==> config.mk <==
export PLATFORM = sky130hd
export DESIGN_NAME = luma_stretch
export DESIGN_NICKNAME = d
export VERILOG_FILES = /design/src/rtl/luma_stretch_pkg.sv /design/src/rtl/luma_stretch_regs.sv /design/src/rtl/luma_stretch_stats.sv /design/src/rtl/luma_stretch_map.sv /design/src/rtl/luma_stretch.sv
export SDC_FILE = /design/constraint.sdc
export NUM_CORES = 1
export LEC_CHECK = 0
export BUFFER_PORTS_ARGS = -buffer_cell sky130_fd_sc_hd__buf_2
export CORE_MARGIN = 8
export CORE_UTILIZATION = 55
export CTS_CLUSTER_SIZE = 30
export DETAILED_ROUTE_END_ITERATION = 12
export PLACE_DENSITY = 0.68
export SLEW_MARGIN = 0
export SYNTH_ARGS = -nofsm -noshare
export SYNTH_HDL_FRONTEND = slang
export SYNTH_SLANG_ARGS = --single-unit
==> constraint.sdc <==
create_clock -name clk -period 7.3 [get_ports clk]
set_input_delay 1.825 -clock clk [delete_from_list [all_inputs] [get_ports clk]]
set_output_delay 1.825 -clock clk [all_outputs]
set_load 0.02 [all_outputs]
==> src/rtl/luma_stretch_pkg.sv <==
package luma_stretch_pkg;

  typedef enum logic [1:0] {
    SEG_MID   = 2'd0,
    SEG_BLACK = 2'd1,
    SEG_WHITE = 2'd2
  } seg_e;

  localparam int ADDR_W = 3;

  localparam logic [ADDR_W-1:0] A_KNEE_LO  = 3'd0;
  localparam logic [ADDR_W-1:0] A_KNEE_HI  = 3'd1;
  localparam logic [ADDR_W-1:0] A_GAIN_LO  = 3'd2;
  localparam logic [ADDR_W-1:0] A_GAIN_HI  = 3'd3;
  localparam logic [ADDR_W-1:0] A_APL_SPLT = 3'd4;
  localparam logic [ADDR_W-1:0] A_ENABLES  = 3'd5;

endpackage

==> src/rtl/luma_stretch_regs.sv <==
module luma_stretch_regs
  import luma_stretch_pkg::*;
#(
  parameter int DATA_W = 10,
  parameter int GAIN_W = 6
) (
  input  logic              clk,
  input  logic              rst_n,
  input  logic              wr_en,
  input  logic [ADDR_W-1:0] wr_addr,
  input  logic [DATA_W-1:0] wr_data,
  output logic [DATA_W-1:0] knee_lo,
  output logic [DATA_W-1:0] knee_hi,
  output logic [GAIN_W-1:0] gain_lo,
  output logic [GAIN_W-1:0] gain_hi,
  output logic [DATA_W-1:0] apl_split,
  output logic              en_lo,
  output logic              en_hi
);

  localparam logic [DATA_W-1:0] MID_CODE = {1'b1, {(DATA_W-1){1'b0}}};

  logic ld_klo, ld_khi, ld_glo, ld_ghi, ld_split, ld_en;

  always_comb begin
    ld_klo   = wr_en && (wr_addr == A_KNEE_LO);
    ld_khi   = wr_en && (wr_addr == A_KNEE_HI);
    ld_glo   = wr_en && (wr_addr == A_GAIN_LO);
    ld_ghi   = wr_en && (wr_addr == A_GAIN_HI);
    ld_split = wr_en && (wr_addr == A_APL_SPLT);
    ld_en    = wr_en && (wr_addr == A_ENABLES);
  end

  always_ff @(posedge clk or negedge rst_n) begin
    if (!rst_n) begin
      knee_lo   <= '0;
      knee_hi   <= '1;
      gain_lo   <= '0;
      gain_hi   <= '0;
      apl_split <= MID_CODE;
      en_lo     <= 1'b0;
      en_hi     <= 1'b0;
    end else begin
      if (ld_klo)   knee_lo   <= wr_data;
      if (ld_khi)   knee_hi   <= wr_data;
      if (ld_glo)   gain_lo   <= wr_data[GAIN_W-1:0];
      if (ld_ghi)   gain_hi   <= wr_data[GAIN_W-1:0];
      if (ld_split) apl_split <= wr_data;
      if (ld_en) begin
        en_lo <= wr_data[0];
        en_hi <= wr_data[1];
      end
    end
  end

endmodule

==> src/rtl/luma_stretch_stats.sv <==
module luma_stretch_stats #(
  parameter int DATA_W = 10,
  parameter int CNT_W  = 16
) (
  input  logic              clk,
  input  logic              rst_n,
  input  logic              i_valid,
  input  logic              i_field_start,
  input  logic [DATA_W-1:0] i_y,
  output logic [DATA_W-1:0] sh_max,
  output logic [DATA_W-1:0] sh_min,
  output logic [DATA_W-1:0] sh_apl
);

  localparam int SUM_W = DATA_W + CNT_W;
  localparam int IDX_W = (DATA_W > 1) ? $clog2(DATA_W) : 1;
  localparam logic [IDX_W-1:0]  IDX_TOP  = IDX_W'(DATA_W - 1);
  localparam logic [DATA_W-1:0] MID_CODE = {1'b1, {(DATA_W-1){1'b0}}};

  // field accumulators
  logic [DATA_W-1:0] acc_max, acc_min, acc_max_d, acc_min_d;
  logic [SUM_W-1:0]  acc_sum, acc_sum_d;
  logic [CNT_W-1:0]  acc_cnt, acc_cnt_d;
  logic              acc_en;

  // serial divider
  logic              div_busy, div_busy_d;
  logic [IDX_W-1:0]  div_idx, div_idx_d;
  logic [CNT_W-1:0]  div_rem, div_rem_d;
  logic [SUM_W-1:0]  div_num, div_num_d;
  logic [CNT_W-1:0]  div_den, div_den_d;
  logic [DATA_W-1:0] div_q, div_q_d;
  logic [CNT_W:0]    trial, trial_diff;
  logic              trial_ge;
  logic              latch_en, apl_en;
  logic [DATA_W-1:0] apl_d;

  always_comb begin
    acc_max_d = i_field_start ? '0 : acc_max;
    acc_min_d = i_field_start ? '1 : acc_min;
    acc_sum_d = i_field_start ? '0 : acc_sum;
    acc_cnt_d = i_field_start ? '0 : acc_cnt;
    if (i_valid) begin
      if (i_y > acc_max_d) acc_max_d = i_y;
      if (i_y < acc_min_d) acc_min_d = i_y;
      if (acc_cnt_d != '1) begin
        acc_cnt_d = acc_cnt_d + 1'b1;
        acc_sum_d = acc_sum_d + SUM_W'(i_y);
      end
    end
    acc_en   = i_field_start || i_valid;
    latch_en = i_field_start && (acc_cnt != '0);
  end

  always_comb begin
    trial      = {div_rem, div_num[div_idx]};
    trial_diff = trial - {1'b0, div_den};
    trial_ge   = (trial >= {1'b0, div_den});
    div_q_d    = div_q;
    div_q_d[div_idx] = trial_ge;
    div_rem_d  = trial_ge ? trial_diff[CNT_W-1:0] : trial[CNT_W-1:0];
    div_idx_d  = div_idx - 1'b1;
    div_busy_d = div_busy && (div_idx != '0);
    div_num_d  = div_num;
    div_den_d  = div_den;
    apl_en     = div_busy && (div_idx == '0) && !latch_en;
    apl_d      = div_q_d;
    if (latch_en) begin
      div_num_d  = acc_sum;
      div_den_d  = acc_cnt;
      div_rem_d  = acc_sum[SUM_W-1:DATA_W];
      div_idx_d  = IDX_TOP;
      div_q_d    = '0;
      div_busy_d = 1'b1;
    end
  end

  always_ff @(posedge clk or negedge rst_n) begin
    if (!rst_n) begin
      acc_max <= '0;
      acc_min <= '1;
      acc_sum <= '0;
      acc_cnt <= '0;
    end else if (acc_en) begin
      acc_max <= acc_max_d;
      acc_min <= acc_min_d;
      acc_sum <= acc_sum_d;
      acc_cnt <= acc_cnt_d;
    end
  end

  always_ff @(posedge clk or negedge rst_n) begin
    if (!rst_n) begin
      sh_max <= '1;
      sh_min <= '0;
    end else if (latch_en) begin
      sh_max <= acc_max;
      sh_min <= acc_min;
    end
  end

  always_ff @(posedge clk or negedge rst_n) begin
    if (!rst_n) begin
      div_busy <= 1'b0;
      div_idx  <= '0;
      div_rem  <= '0;
      div_num  <= '0;
      div_den  <= '0;
      div_q    <= '0;
    end else if (div_busy || latch_en) begin
      div_busy <= div_busy_d;
      div_idx  <= div_idx_d;
      div_rem  <= div_rem_d;
      div_num  <= div_num_d;
      div_den  <= div_den_d;
      div_q    <= div_q_d;
    end
  end

  always_ff @(posedge clk or negedge rst_n) begin
    if (!rst_n) begin
      sh_apl <= MID_CODE;
    end else if (apl_en) begin
      sh_apl <= apl_d;
    end
  end

endmodule

==> src/rtl/luma_stretch_map.sv <==
module luma_stretch_map
  import luma_stretch_pkg::*;
#(
  parameter int DATA_W    = 10,
  parameter int GAIN_W    = 6,
  parameter int GAIN_FRAC = 4
) (
  input  logic              clk,
  input  logic              rst_n,
  input  logic              i_valid,
  input  logic [DATA_W-1:0] i_y,
  input  logic [DATA_W-1:0] i_cb,
  input  logic [DATA_W-1:0] i_cr,
  input  logic [DATA_W-1:0] knee_lo,
  input  logic [DATA_W-1:0] knee_hi,
  input  logic [GAIN_W-1:0] gain_lo,
  input  logic [GAIN_W-1:0] gain_hi,
  input  logic [DATA_W-1:0] apl_split,
  input  logic              en_lo,
  input  logic              en_hi,
  input  logic [DATA_W-1:0] sh_max,
  input  logic [DATA_W-1:0] sh_min,
  input  logic [DATA_W-1:0] sh_apl,
  output logic              o_valid,
  output logic [DATA_W-1:0] o_y,
  output logic [DATA_W-1:0] o_cb,
  output logic [DATA_W-1:0] o_cr
);

  localparam int PROD_W = DATA_W + GAIN_W;
  localparam logic [PROD_W:0] Y_TOP = (PROD_W+1)'({DATA_W{1'b1}});

  // stage 1: segment decision
  logic              apl_low;
  logic [GAIN_W-1:0] g_lo_eff, g_hi_eff;
  seg_e              seg_d, s1_seg;
  logic [DATA_W-1:0] dist_d, s1_dist;
  logic [GAIN_W-1:0] gain_d, s1_gain;
  logic              s1_valid;
  logic [DATA_W-1:0] s1_y, s1_cb, s1_cr;

  always_comb begin
    apl_low  = (sh_apl < apl_split);
    g_lo_eff = apl_low ? (gain_lo >> 1) : gain_lo;
    g_hi_eff = apl_low ? gain_hi : (gain_hi >> 1);
    seg_d    = SEG_MID;
    dist_d   = '0;
    gain_d   = '0;
    if (en_lo && (i_y < knee_lo) && (sh_min < knee_lo)) begin
      seg_d  = SEG_BLACK;
      dist_d = knee_lo - i_y;
      gain_d = g_lo_eff;
    end else if (en_hi && (i_y > knee_hi) && (sh_max > knee_hi)) begin
      seg_d  = SEG_WHITE;
      dist_d = i_y - knee_hi;
      gain_d = g_hi_eff;
    end
  end

  always_ff @(posedge clk or negedge rst_n) begin
    if (!rst_n) begin
      s1_valid <= 1'b0;
    end else begin
      s1_valid <= i_valid;
    end
  end

  always_ff @(posedge clk or negedge rst_n) begin
    if (!rst_n) begin
      s1_y    <= '0;
      s1_cb   <= '0;
      s1_cr   <= '0;
      s1_seg  <= SEG_MID;
      s1_dist <= '0;
      s1_gain <= '0;
    end else if (i_valid) begin
      s1_y    <= i_y;
      s1_cb   <= i_cb;
      s1_cr   <= i_cr;
      s1_seg  <= seg_d;
      s1_dist <= dist_d;
      s1_gain <= gain_d;
    end
  end

  // stage 2: scaled offset and limiting
  logic [PROD_W-1:0] prod, extra, y_wide;
  logic [PROD_W:0]   up_sum;
  logic [DATA_W-1:0] y_d;

  always_comb begin
    prod   = PROD_W'(s1_dist) * PROD_W'(s1_gain);
    extra  = prod >> GAIN_FRAC;
    y_wide = PROD_W'(s1_y);
    up_sum = (PROD_W+1)'(y_wide) + (PROD_W+1)'(extra);
    case (s1_seg)
      SEG_BLACK: y_d = (extra >= y_wide) ? '0 : DATA_W'(y_wide - extra);
      SEG_WHITE: y_d = (up_sum > Y_TOP) ? '1 : DATA_W'(up_sum);
      default:   y_d = s1_y;
    endcase
  end

  always_ff @(posedge clk or negedge rst_n) begin
    if (!rst_n) begin
      o_valid <= 1'b0;
    end else begin
      o_valid <= s1_valid;
    end
  end

  always_ff @(posedge clk or negedge rst_n) begin
    if (!rst_n) begin
      o_y  <= '0;
      o_cb <= '0;
      o_cr <= '0;
    end else if (s1_valid) begin
      o_y  <= y_d;
      o_cb <= s1_cb;
      o_cr <= s1_cr;
    end
  end

endmodule

==> src/rtl/luma_stretch.sv <==
module luma_stretch
  import luma_stretch_pkg::*;
#(
  parameter int DATA_W    = 10,
  parameter int GAIN_W    = 6,
  parameter int GAIN_FRAC = 4,
  parameter int CNT_W     = 16
) (
  input  logic              clk,
  input  logic              rst_n,
  input  logic              i_valid,
  input  logic              i_field_start,
  input  logic [DATA_W-1:0] i_y,
  input  logic [DATA_W-1:0] i_cb,
  input  logic [DATA_W-1:0] i_cr,
  input  logic              wr_en,
  input  logic [ADDR_W-1:0] wr_addr,
  input  logic [DATA_W-1:0] wr_data,
  output logic              o_valid,
  output logic [DATA_W-1:0] o_y,
  output logic [DATA_W-1:0] o_cb,
  output logic [DATA_W-1:0] o_cr
);

  logic [DATA_W-1:0] cfg_knee_lo, cfg_knee_hi, cfg_apl_split;
  logic [GAIN_W-1:0] cfg_gain_lo, cfg_gain_hi;
  logic              cfg_en_lo, cfg_en_hi;
  logic [DATA_W-1:0] sh_max, sh_min, sh_apl;

  luma_stretch_regs #(
    .DATA_W (DATA_W),
    .GAIN_W (GAIN_W)
  ) u_regs (
    .clk       (clk),
    .rst_n     (rst_n),
    .wr_en     (wr_en),
    .wr_addr   (wr_addr),
    .wr_data   (wr_data),
    .knee_lo   (cfg_knee_lo),
    .knee_hi   (cfg_knee_hi),
    .gain_lo   (cfg_gain_lo),
    .gain_hi   (cfg_gain_hi),
    .apl_split (cfg_apl_split),
    .en_lo     (cfg_en_lo),
    .en_hi     (cfg_en_hi)
  );

  luma_stretch_stats #(
    .DATA_W (DATA_W),
    .CNT_W  (CNT_W)
  ) u_stats (
    .clk           (clk),
    .rst_n         (rst_n),
    .i_valid       (i_valid),
    .i_field_start (i_field_start),
    .i_y           (i_y),
    .sh_max        (sh_max),
    .sh_min        (sh_min),
    .sh_apl        (sh_apl)
  );

  luma_stretch_map #(
    .DATA_W    (DATA_W),
    .GAIN_W    (GAIN_W),
    .GAIN_FRAC (GAIN_FRAC)
  ) u_map (
    .clk       (clk),
    .rst_n     (rst_n),
    .i_valid   (i_valid),
    .i_y       (i_y),
    .i_cb      (i_cb),
    .i_cr      (i_cr),
    .knee_lo   (cfg_knee_lo),
    .knee_hi   (cfg_knee_hi),
    .gain_lo   (cfg_gain_lo),
    .gain_hi   (cfg_gain_hi),
    .apl_split (cfg_apl_split),
    .en_lo     (cfg_en_lo),
    .en_hi     (cfg_en_hi),
    .sh_max    (sh_max),
    .sh_min    (sh_min),
    .sh_apl    (sh_apl),
    .o_valid   (o_valid),
    .o_y       (o_y),
    .o_cb      (o_cb),
    .o_cr      (o_cr)
  );

endmodule

* Yosys cells after proc, flatten, opt, wreduce, memory -nomap -nowiden
Index checks and enable logic that the tools add are counted.
** Cells by class
- Magnitude comparators :: 13
- Add/sub/neg operators :: 8
- Multipliers :: 1
- Equality and inequality tests :: 8
- Mux-type cells :: 33
- Reduce and logical (&&, ||, !) cells :: 23
** Operators with widths (count)
- 10-bit two-way mux :: 11
- 16-bit two-way mux :: 5
- 26-bit two-way mux :: 3
- 10-bit < comparator :: 4
- 10-bit greater-than comparator :: 3
- 10-bit subtractor :: 3
- 26-bit by 10-bit adder with 26-bit output :: 1
- 6-bit two-way mux :: 4
- 10-bit one-hot mux with 2 select lines :: 1
- 17-bit by 16-bit >= comparator with 1-bit output :: 1
- 17-bit by 10-bit greater-than comparator with 1-bit output (second input constant) :: 1
- 16-bit by 1-bit adder with 16-bit output (second input constant) :: 1
- 10-bit by 6-bit multiplier with 16-bit output :: 1
- 16-bit != test (second input constant) :: 1
- 16-bit nonzero test :: 1
- 16-bit subtractor :: 1
- 1-bit logical AND :: 15
- 10-bit by 12-bit adder with 13-bit output :: 1
- 12-bit by 10-bit >= comparator with 1-bit output :: 1
- 10-bit bitwise mux :: 1
- 3-bit by 2-bit == test with 1-bit output (second input constant) :: 2
- 3-bit == test (second input constant) :: 2
- 4-bit by 6-bit < comparator with 1-bit output (second input constant) :: 1
- 4-bit by 5-bit < comparator with 1-bit output (second input constant) :: 1
- 16 further kinds :: 20
** Word-level totals
- Word-level logic and storage cells :: 117
- Input port bits :: 48
- Output and inout bits :: 31
- Register bits :: 279

* Logic depth before layout (Yosys ltp)
Gate-level depths: netlist of run 1.
- Depth in word-level cells :: 6
- Gate-level depth with buffers :: 24
- Gate-level depth less buffers :: 22

* Cells and area by module
A second synthesis of run 1 with hierarchy kept.
** Second synthesis, totals
- Cells, all modules :: 1815
- Area, all modules :: 18382.6 sq um
** By module, submodules not included
- luma_stretch_stats :: cells an instance 884, times used 1, seq. area each 3880.0 sq um, area each 8862.2 sq um
- luma_stretch_map :: cells an instance 833, times used 1, seq. area each 2001.9 sq um, area each 7823.8 sq um
- luma_stretch_regs :: cells an instance 98, times used 1, seq. area each 1114.8 sq um, area each 1696.6 sq um

* Worst setup path after synthesis of run 1
OpenSTA, ideal clock, no wires.
- Kind :: register to register
- Start point :: register u_map.s1_gain[5]
- End point :: register u_map.o_y[9]
- Library setup time :: 0.138 ns
- Path buffers :: 2
- Period minus slack after synthesis :: 5.716 ns
- Data required time :: 7.162 ns
- Path slack :: 1.584 ns
- Arrival :: 5.577 ns
- Stages on the path, launching flop included :: 22
- Cell sequence :: dfrtp_1 > clkbuf_1 > and2_1 > fa_1 > fa_1 > fa_1 > ha_1 > a2111o_1 > a31oi_2 > nor2_1 > nor2_1 > xnor2_1 > ha_1 > clkbuf_1 > nor2b_1 > a21oi_1 > o41ai_2 > or2_2 > a21oi_2 > a41oi_4 > nor2b_1 > or4_1
** Between the ends
- Word-level cells in the longest chain between the ends :: 5
- Elaborated cells between the ends (all ways) :: 8
- Classes of those cells :: add/sub (2); mul (1); order compare (2); mux (3)
** RTL lines
- from (decl) :: line luma_stretch_map.sv:38 : logic [GAIN_W-1:0] gain_d, s1_gain;
- from (signal assigned) :: line luma_stretch_map.sv:82 : s1_gain <= gain_d;
- 10-bit by 6-bit multiplier with 16-bit output (*) :: line luma_stretch_map.sv:92 : prod = PROD_W'(s1_dist) * PROD_W'(s1_gain);
- 10-bit by 12-bit adder with 13-bit output :: line luma_stretch_map.sv:95 : up_sum = (PROD_W+1)'(y_wide) + (PROD_W+1)'(extra);
- 17-bit by 10-bit greater-than comparator with 1-bit output :: line luma_stretch_map.sv:98 : SEG_WHITE: y_d = (up_sum > Y_TOP) ? '1 : DATA_W'(up_sum);
- 10-bit two-way mux :: line luma_stretch_map.sv:98
- 10-bit one-hot mux with 2 select lines (*) :: line luma_stretch_map.sv:96 : case (s1_seg)
- to (signal assigned) :: line luma_stretch_map.sv:117 : o_y <= y_d;
- to (decl) :: line luma_stretch_map.sv:25 : output logic [DATA_W-1:0] o_y,
Every way passes the cells marked *; elsewhere a longest branch is shown, timed or not.
A chain may end at the register's enable or synchronous reset.

* Final worst setup path of run 1
- Start point :: register u_map.s1_gain[2]
- End point :: register u_map.o_y[9]
The elaborated chain is that of the path after synthesis.

==> results of run 1 <==
## power groups by stage
| stage | Combinational, mW | Sequential, mW | Clock (mW) |
|---|---|---|---|
| 6_report | 2.37 | 2.11 | 1.53 |
| 5_1_grt | 2.68 | 2.15 | 1.63 |
| 4_1_cts | 2.39 | 2.11 | 1.57 |
| 3_5_place_dp | 2.37 | 2.14 | 0 |
| 3_3_place_gp | 2.32 | 2.13 | 0 |
| 2_1_floorplan | 1.82 | 2.06 | 0 |
## cell families after synthesis
family	share of synthesized area (%)
AOI/OAI and AO/OA	14.5
DFF	39.2
xor gates and xnor gates	3.83
and+or+nand+nor	16.8
adders and majority gates	14.9
muxes	5.75
buffers and inverters	5.06
## cells in the mapped netlist (30+ instances only)
cell type  instances
dfrtp_1          246
inv_1            155
nand3_1           30
o21ai_0          121
fa_1              39
nor2_1           106
a21oi_1          106
clkbuf_1          70
nor2b_1           42
xnor2_1           44
ha_1             150
mux2_2            66
xor2_1            34
nand2_1          256
a21o_1            38
dfstp_2           32
and2_1            57
## registers in the layout, indices dropped and copies added (netlist names), 9 cells and up
| register | count |
|---|---|
| u_map.o_cr | 10 |
| u_stats.acc_min | 10 |
| u_stats.div_rem | 16 |
| u_stats.div_num | 16 |
| u_map.s1_dist | 10 |
| u_map.s1_y | 10 |
| u_stats.sh_apl | 10 |
| u_stats.sh_max | 10 |
| u_regs.knee_lo | 10 |
| u_map.s1_cb | 10 |
| u_regs.knee_hi | 10 |
| u_stats.div_den | 16 |
| u_stats.acc_max | 10 |
| u_stats.acc_sum | 26 |
| u_stats.sh_min | 10 |
| u_stats.acc_cnt | 16 |
| u_stats.div_q | 9 |
| u_map.o_cb | 10 |
| u_regs.apl_split | 10 |
| u_map.s1_cr | 10 |
| u_map.o_y | 10 |
## critical path, cell delays in order, from the launching register on
cell and delay (ns):
dfrtp_1 0.48, and2_1 0.21, fa_1 0.53, inv_1 0.05, fa_1 0.47, fa_1 0.55
inv_1 0.04, ha_1 0.34, nand4_1 0.11, o21ai_1 0.24, nor2b_1 0.21, nor2b_1 0.08
xnor2_1 0.32, ha_1 0.37, nor2_1 0.09, a22o_1 0.27, o41ai_2 0.37, or2_2 0.20
nor4_1 0.05, a21oi_2 0.16, a41oi_4 0.21, nor2b_1 0.19, or4_1 0.51
## cells in the final DEF, fill, tap and decap left out, drive strengths merged, types with 15 or more instances in the layout
cell	Yosys	layout
ha	150	150
nor3	21	21
mux2i	17	17
nand2	256	256
a21oi	108	108
nor2	106	106
nand2b	19	19
dfstp	32	32
and2	57	57
o221ai	15	15
o21ai	125	125
mux2	68	68
nand3	30	30
buf	14	95
clkbuf	70	47
inv	155	157
nor4	15	15
nor2b	42	42
xor2	34	34
and3	16	16
xnor2	44	44
dfrtp	246	246
fa	39	39
a21o	38	38
## routing by layer
| layer | part of all wire [%] | wire (um) |
|---|---|---|
| met1 | 43 | 18200 |
| met2 | 50 | 21100 |
| met3 | 3.6 | 1500 |
| met4 | 3.2 | 1360 |
| met5 | 0 | 0 |
## worst min path at each step
| stage | slack (ns) | cells past startpoint | end |
|---|---|---|---|
| after floorplan | 0.40 | 0 | u_map.o_valid |
| after global placement | 0.45 | 2 | u_stats.div_num[8] |
| after detailed placement | 0.45 | 2 | u_stats.div_num[8] |
| after CTS | 0.47 | 2 | u_stats.sh_max[6] |
| after global routing | 0.47 | 2 | u_stats.sh_max[3] |
| final | 0.47 | 2 | u_stats.sh_max[3] |
## per-stage QoR
stage / cell area (um^2) / hold WS (ns) / total power, mW / util (%) / setup slack (ns)
2_1_floorplan: 17800 / 0.405 / 3.88 / - / 1.58
3_3_place_gp: 18600 / 0.448 / 4.45 / 57.8 / 1.26
3_5_place_dp: 18600 / 0.454 / 4.51 / 57.8 / 1.13
4_1_cts: 19600 / 0.465 / 6.08 / 60.9 / 1.11
5_1_grt: 19600 / 0.474 / 6.47 / 60.9 / 0.705
6_report: 19600 / 0.467 / 6.02 / 60.9 / 1.15
## final cells by class
cell class	instances	area [um^2]	share of cell area, %
Clock buffer	47	886	4.52
Sequential cell	278	7000	35.7
Multi-Input combinational cell	1380	9990	50.9
Tap cell	408	510	2.60
Inverter	155	582	2.97
Clock inverter	11	115	0.587
Timing Repair Buffer	95	541	2.76
==> summary.txt, run 1 <==
CTS
  • Post-CTS Setup Repair Bufs: 0
  • Total CTS buffers: 31
  • CTS sink cnt: 278
  • CTS tree: yes
  • CTS max path bufs: 3
  • Clock Tree Root: clkbuf_16
  • H-Tree Level Count: 1
  • Hold-fix buffers, CTS: 0
  • PostCTS Resize Cnt: 0
  • Clock transition at path regs: 0.06 ns
  • Skew-Pair Late Insertion Delay: 0.57 ns

Floorplanning
  • Die height: 196 um
  • Placeable Area: 0.0322 mm^2
  • Die Area: 0.0385 mm^2
  • Initial Util: 55.4%
  • Die width: 196 um
  • Rows: 66
  • IO Pins: 79

Routing
  • Router iterations before antenna repair: 5
  • DR vias/cell: 5.67
  • Drt drc: 0
  • DR WL/cell: 17.7 um
  • 1st-iter DRT viols: 736
  • Routed WL: 42100 um
  • DR vias: 13500
  • Antenna Violating Nets Remaining: 0

Global routing
  • First-pass GRT wire length: 69400 um
  • M1 GR Usage: 27.3%
  • Met2 Usage GRT: 38.7%
  • Vias in the first global route: 13500
  • Gr usage total: 21.8%
  • Initial antenna violation count: 0
  • Gr ovfl total: 0
  • Busiest layer in global routing: met2
  • Largest net degree at the start of global routing: 150
  • Met3 Usage GRT: 2.74%

Status
  • Status: completed

Power and ir drop
  • Net Sw Frac: 37.3%
  • NetSw: 2.25 mW
  • Peak VDD IR: 0.208 mV
  • Internal: 3.77 mW
  • Clk pwr share: 25.5%
  • Pwr dens: 307 mW/mm^2
  • Logic pwr share: 39.4%
  • Static leakage: 9.30 nW
  • Register share of total power: 35.1%

Placement
  • Hpwl dp: 30700 um
  • PortBufs: 78
  • Cells after DPL: 2316
  • Routability congestion estimate from global placement: 0.907

Timing
  • Setup TNS: 0 ns
  • Setup violators final: 0
  • Hold Vio Cnt, Final: 0
  • Max-slew violations: 0
  • Maximum clock rate: 163 MHz
  • Worst-margin pin slew: 1.08 ns
  • Tcrit/Tclk final: 84.3%
  • Slew HR: 27.8%
  • Clock skew after layout: 0.0250 ns
  • Final Critical Period: 6.15 ns
  • RSZ-0062 raised after global routing: no

Critical path
  • Critical Path End: u_map.o_y[9]
  • CP Capture Type: flop
  • FF-to-FF Start: u_map.s1_gain[2]
  • Worst R2R Path Depth: 22
  • Worst flop-to-flop path endpoint: u_map.o_y[9]
  • R2R setup slack: 1.15 ns
  • Critical path startpoint: u_map.s1_gain[2]
  • Startpoint types: flop
  • CP max FO: 11
  • Worst EP arrival: 6.57 ns
  • Critical path class: flop to flop
  • Critical Path RT: 7.72 ns

Hold path
  • Hold WC Path Type: flop to flop
  • Worst Hold Launch: u_stats.sh_max[3]

Synth
  • Most common flop cell mapped by yosys: dfrtp_1
  • Avg Cell Area, Syn: 9.41 um^2
  • Register area share after synthesis: 39.2%
  • Post-synth ARST share: 100%
  • Top cell type's share of synthesized area: 34.5%
  • Syn_nets: 2134
  • Cell taking the most area after synthesis: dfrtp_1
  • Unique masters post-synth: 76
  • Synth Register Bits: 278
  • Top area cells in the synthesized netlist: dfrtp_1 (34%), ha_1 (11%), nand2_1 (5.4%)
  • Yosys warns: 0
  • Synthesized instance count: 1897
  • EDFF count, synth: 0
  • Post-Syn Area: 0.0178 mm^2

Final layout
  • Non-Filler Instances: 2374
  • Diodes inserted: 0
  • Fillers: 2832
  • Area delta synth->final: 9.94%
  • Fin nets: 2178
  • Share of layout cells above drive strength 1: 13.5%

Flow run
  • Max Cap Violations: 0
(Power assumes the default switching activity.)
==> inputs of run 2 (changes only) <==
==> constraint.sdc (replaced) <==
create_clock -name clk -period 5.85 [get_ports clk]
set_input_delay 1.4625 -clock clk [delete_from_list [all_inputs] [get_ports clk]]
set_output_delay 1.4625 -clock clk [all_outputs]
set_load 0.02 [all_outputs]
==> run 2 against run 1 <==
Compared with the run above:
- routed wire length up 4.8%
- cell area grew 2.4%
- largest power group unchanged
- non-clock buffer count up 26
- hold slack worse by 0.0036 ns
- critical endpoint unchanged
- sequential share of layout area is 0.84 points lower
- global-route usage grew 0.77 points
- clock power up 35%
- critical path type unchanged
- highest routed layer unchanged
- via count is 2.4% higher
- clock skew decreased by 0.0038 ns
==> summary.txt, run 2 (synthesized netlist as in run 1, its figures left out) <==
Status
  • Status: completed

Hold path
  • Hold WC Path Type: flop to flop

CTS
  • Total CTS buffers: 31
  • H-Tree Level Count: 1
  • Hold-fix buffers, CTS: 0
  • CTS tree: yes
  • Clock transition at path regs: 0.06 ns
  • CTS max path bufs: 3
  • CTS sink cnt: 278
  • Clock Tree Root: clkbuf_16
  • Skew-Pair Late Insertion Delay: 0.57 ns

Critical path
  • Startpoint types: flop
  • Critical path class: flop to flop
  • CP max FO: 7
  • CP Capture Type: flop
  • Worst EP arrival: 6.04 ns
  • Critical Path RT: 6.29 ns

Power and ir drop
  • Static leakage: 9.51 nW
  • Tot Pwr: 7.83 mW
  • Peak VDD IR: 0.287 mV
  • Pwr dens: 390 mW/mm^2

Global routing
  • M1 GR Usage: 27.3%
  • Busiest layer in global routing: met2
  • Initial antenna violation count: 0
  • Vias in the first global route: 14000
  • First-pass GRT wire length: 71500 um
  • Met3 Usage GRT: 2.71%
  • Largest net degree at the start of global routing: 130
  • Gr usage total: 22.6%
  • Gr ovfl total: 0
  • Met2 Usage GRT: 41.1%

Floorplanning
  • IO Pins: 79
  • Placeable Area: 0.0322 mm^2
  • Die height: 196 um
  • Rows: 66
  • Initial Util: 55.4%
  • Die width: 196 um
  • Die Area: 0.0385 mm^2

Timing
  • Hold Vio Cnt, Final: 0
  • Setup violators final: 0
  • Maximum clock rate: 178 MHz
  • Max-slew violations: 0
  • Hold Slack: 0.463 ns
  • Clock skew after layout: 0.0212 ns
  • Worst-margin pin slew: 1.07 ns
  • Slew HR: 28.5%
  • Final Critical Period: 5.60 ns
  • Tcrit/Tclk final: 95.8%

Final layout
  • Biggest register: u_stats.acc_sum
  • Share of layout cells above drive strength 1: 16.0%
  • Final core occ: 62.4%
  • Commonest non-fill, non-tap cell in the layout: nand2_1
  • Fin nets: 2204
  • Max reg flops: 26
  • Multi-input gate area: 0.0102 mm^2
  • Area delta synth->final: 12.6%
  • Fillers: 2696
  • Diodes inserted: 0
  • Most frequent cells in the layout: nand2_1 (256), dfrtp_1 (245), inv_1 (155)
  • Flip-flop and latch area: 0.00700 mm^2

Placement
  • PortBufs: 78
  • Hpwl dp: 31900 um
  • Routability congestion estimate from global placement: 0.939

Routing
  • Router iterations before antenna repair: 5
  • Antenna Violating Nets Remaining: 0
  • Routed WL: 44100 um
  • DR vias: 13800
  • DR WL/cell: 18.4 um
  • 1st-iter DRT viols: 768
  • DR vias/cell: 5.74
  • Drt drc: 0

Flow run
  • Max Cap Violations: 0
[run 2: worst paths after layout]
path	depth (start not counted)	to	slack [ns]	start
setup / recovery	23	u_map.o_y[9]	0.25	u_map.s1_gain[1]
hold / removal	2	u_stats.sh_max[6]	0.46	u_stats.sh_max[6]
setup reg to reg	23	u_map.o_y[9]	0.25	u_map.s1_gain[1]
hold reg to reg	2	u_stats.sh_max[6]	0.46	u_stats.sh_max[6]
max in group asynchronous	2	u_stats.acc_cnt[7]	3.76	rst_n
min in group asynchronous	1	u_map.o_y[3]	0.92	rst_n
[run 2: cell type report]
class	count	share of cell area (%)
clock buffer	44	4.35
clock inverter	14	1.05
inverter	155	2.90
multi-input combinational	1380	50.7
sequential	278	34.8
tap	408	2.54
timing repair buffer	121	3.66
[run 2: repair_timing]
item,in CTS,in global routing
setup buffers,0,6
setup endpoints to repair,0,10
resized for setup,0,32
[run 2: routing by layer]
metal	vias to the layer above	part of all wire [%]	routed length, um
met5	-	0	0
met4	0	3.8	1680
met3	108	3.7	1630
met2	288	50	22200
met1	6706	42	18600
li1	6671	-	-
[run 2: worst max-delay path, cell delays in order (launching register included)]
cell,delay (ns)
dfrtp_2,0.44
buf_4,0.17
and2_1,0.15
fa_1,0.47
ha_1,0.29
inv_1,0.05
fa_1,0.52
inv_1,0.07
fa_1,0.46
a21o_1,0.23
nand3_1,0.09
nand2_1,0.07
a21oi_2,0.18
xnor2_2,0.13
ha_4,0.33
nor2_1,0.06
a22o_1,0.28
o41ai_4,0.34
or2_4,0.20
nor4_2,0.04
a21oi_2,0.16
a41oi_4,0.13
nor2b_1,0.14
or4_1,0.49
[run 2: where the power goes]
part           leakage [nW]  internal (mW)  switching [mW]  total (mW)
logic                  5.52           1.34            1.79        3.13
clock network         0.527           1.26           0.811        2.07
registers              3.46           2.33           0.304        2.63
total                  9.51           4.93            2.90        7.83
[run 2: per-stage QoR]
| step | cell area (um^2) | std cells | setup slack [ns] | setup TNS, ns |
|---|---|---|---|---|
| floorplan | 17800 | 1897 | 0.134 | 0 |
| global placement | 18800 | 2336 | 0.211 | 0 |
| detailed placement | 18800 | 2336 | 0.0529 | 0 |
| CTS | 19900 | 2394 | 0.0456 | 0 |
| global route | 20100 | 2400 | -0.0256 | -0.0523 |
| finish | 20100 | 2400 | 0.246 | 0 |
==> inputs of run 3 (changes only) <==
--- a/config.mk
+++ b/config.mk
@@ -10,7 +10,7 @@
 export CORE_UTILIZATION = 55
 export CTS_CLUSTER_SIZE = 30
 export DETAILED_ROUTE_END_ITERATION = 12
-export PLACE_DENSITY = 0.68
+export PLACE_DENSITY = 0.81
 export SLEW_MARGIN = 0
 export SYNTH_ARGS = -nofsm -noshare
 export SYNTH_HDL_FRONTEND = slang
==> run 3 against run 2 <==
Compared with the run above:
- fmax decreased by 0.16%
- global-route usage shrank 0.25 points
- critical path type unchanged
- count of clock-buffer cells in the layout is 6 higher
==> summary.txt, run 3 (synthesized netlist as in run 1, its figures left out) <==
Critical path
  • Critical path class: flop to flop
  • Critical Path RT: 6.34 ns
  • Startpoint types: flop
  • CP Capture Type: flop
  • Worst EP arrival: 6.10 ns
  • CP max FO: 8

Power and ir drop
  • Peak VDD IR: 0.271 mV
  • Static leakage: 9.41 nW
  • Pwr dens: 384 mW/mm^2

Placement
  • Routability congestion estimate from global placement: 0.862
  • PortBufs: 78
  • Cells after DPL: 2328
  • Hpwl dp: 31400 um

CTS
  • Total CTS buffers: 31
  • Clock Tree Root: clkbuf_16
  • CTS sink cnt: 278
  • CTS tree: yes
  • Skew-Pair Late Insertion Delay: 0.58 ns
  • Clock transition at path regs: 0.06 ns
  • CTS max path bufs: 3
  • H-Tree Level Count: 1

Final layout
  • Diodes inserted: 0
  • Most frequent cells in the layout: nand2_1 (256), dfrtp_1 (242), inv_1 (155)
  • Max reg flops: 26
  • Share of layout cells above drive strength 1: 15.5%
  • Commonest non-fill, non-tap cell in the layout: nand2_1
  • Fin nets: 2194
  • Biggest register: u_stats.acc_sum
  • Final core occ: 61.8%
  • Area delta synth->final: 11.5%
  • Non-Filler Instances: 2389

Timing
  • Clock skew after layout: 0.0225 ns
  • Max-slew violations: 0
  • Hold Vio Cnt, Final: 0
  • Setup violators final: 0
  • Maximum clock rate: 178 MHz
  • Tcrit/Tclk final: 95.9%
  • Worst-margin pin slew: 1.25 ns
  • Final Critical Period: 5.61 ns
  • Hold Slack: 0.464 ns
  • Slew HR: 16.8%

Routing
  • Antenna Violating Nets Remaining: 0
  • 1st-iter DRT viols: 984
  • Router iterations before antenna repair: 5
  • DR WL/cell: 18.2 um
  • DR vias/cell: 5.85
  • Routed WL: 43500 um
  • DR vias: 14000
  • Drt drc: 0

Global routing
  • Gr usage total: 22.4%
  • Gr ovfl total: 0
  • Largest net degree at the start of global routing: 120
  • First-pass GRT wire length: 71500 um
  • Vias in the first global route: 14200
  • Initial antenna violation count: 0

Floorplanning
  • Placeable Area: 0.0322 mm^2
  • Die Area: 0.0385 mm^2
  • Die width: 196 um
  • IO Pins: 79
  • Initial Util: 55.4%
  • Die height: 196 um
  • Rows: 66

Flow run
  • Max Cap Violations: 0

Status
  • Status: completed

Hold path
  • Hold WC Path Type: flop to flop
[run 3: final timing paths]
check | startpoint | to | slack [ns] | depth (start not counted)
worst min-delay path | u_stats.sh_max[1] | u_stats.sh_max[1] | 0.46 | 2
worst max-delay path | u_map.s1_gain[2] | u_map.o_y[5] | 0.24 | 22
worst max register to register | u_map.s1_gain[2] | u_map.o_y[5] | 0.24 | 22
max in group asynchronous | rst_n | u_stats.acc_cnt[1] | 3.67 | 2
worst min register to register | u_stats.sh_max[1] | u_stats.sh_max[1] | 0.46 | 2
min in group asynchronous | rst_n | u_map.o_y[8] | 0.90 | 1
[run 3: worst max-delay path, stage by stage (launching register included)]
cell      delay, ns
dfrtp_2        0.45
and2_1         0.17
fa_1           0.54
inv_1          0.05
fa_1           0.46
fa_1           0.54
inv_1          0.04
ha_1           0.33
nand4_1        0.13
o21ai_2        0.15
nor2b_2        0.21
a31oi_2        0.14
o21bai_1       0.15
a21oi_1        0.09
xnor2_1        0.28
ha_1           0.34
a21oi_1        0.14
o21ai_0        0.09
a31o_2         0.24
or3b_4         0.44
o221a_1        0.27
o21ba_1        0.16
o22ai_1        0.10
[run 3: area by class of cell]
cell class	instances	area, um^2
fill	2587	12300
inverter	155	582
timing repair buffer	111	673
sequential	278	7000
clock buffer	50	927
multi-input combinational	1380	10100
clock inverter	7	80.1
tap	408	510
[run 3: power breakdown]
| group | internal (mW) | total (mW) | switching, mW | leakage (nW) |
|---|---|---|---|---|
| sequential | 2.33 | 2.63 | 0.308 | 3.46 |
| combinational | 1.33 | 3.10 | 1.77 | 5.47 |
| clock | 1.12 | 1.91 | 0.790 | 0.488 |
[run 3: timing repair]
item,in CTS,in global routing
endpoints found under the setup margin,0,10
resized for setup,0,32
endpoints found under the hold margin,0,0
buffers inserted,0,4
hold buffers,0,0
[run 3: metal layers]
layer	up-vias	track usage, %	wire length (um)
met5	-	0	0
li1	6662	-	-
met4	0	8.90	1620
met2	379	39.3	21600
met3	101	2.78	1910
met1	6844	27.7	18400
[run 3: metrics by stage]
| step | area (um^2) | worst slack (ns) | TNS, ns | power [mW] |
|---|---|---|---|---|
| global placement | 18700 | 0.132 | 0 | 5.53 |
| global route | 19900 | -0.0401 | -0.172 | 8.16 |
| CTS | 19700 | 0.0395 | 0 | 7.60 |
| finish | 19900 | 0.237 | 0 | 7.65 |
| detailed placement | 18700 | 0.0450 | 0 | 5.65 |
| floorplan | 17800 | 0.134 | 0 | 4.84 |
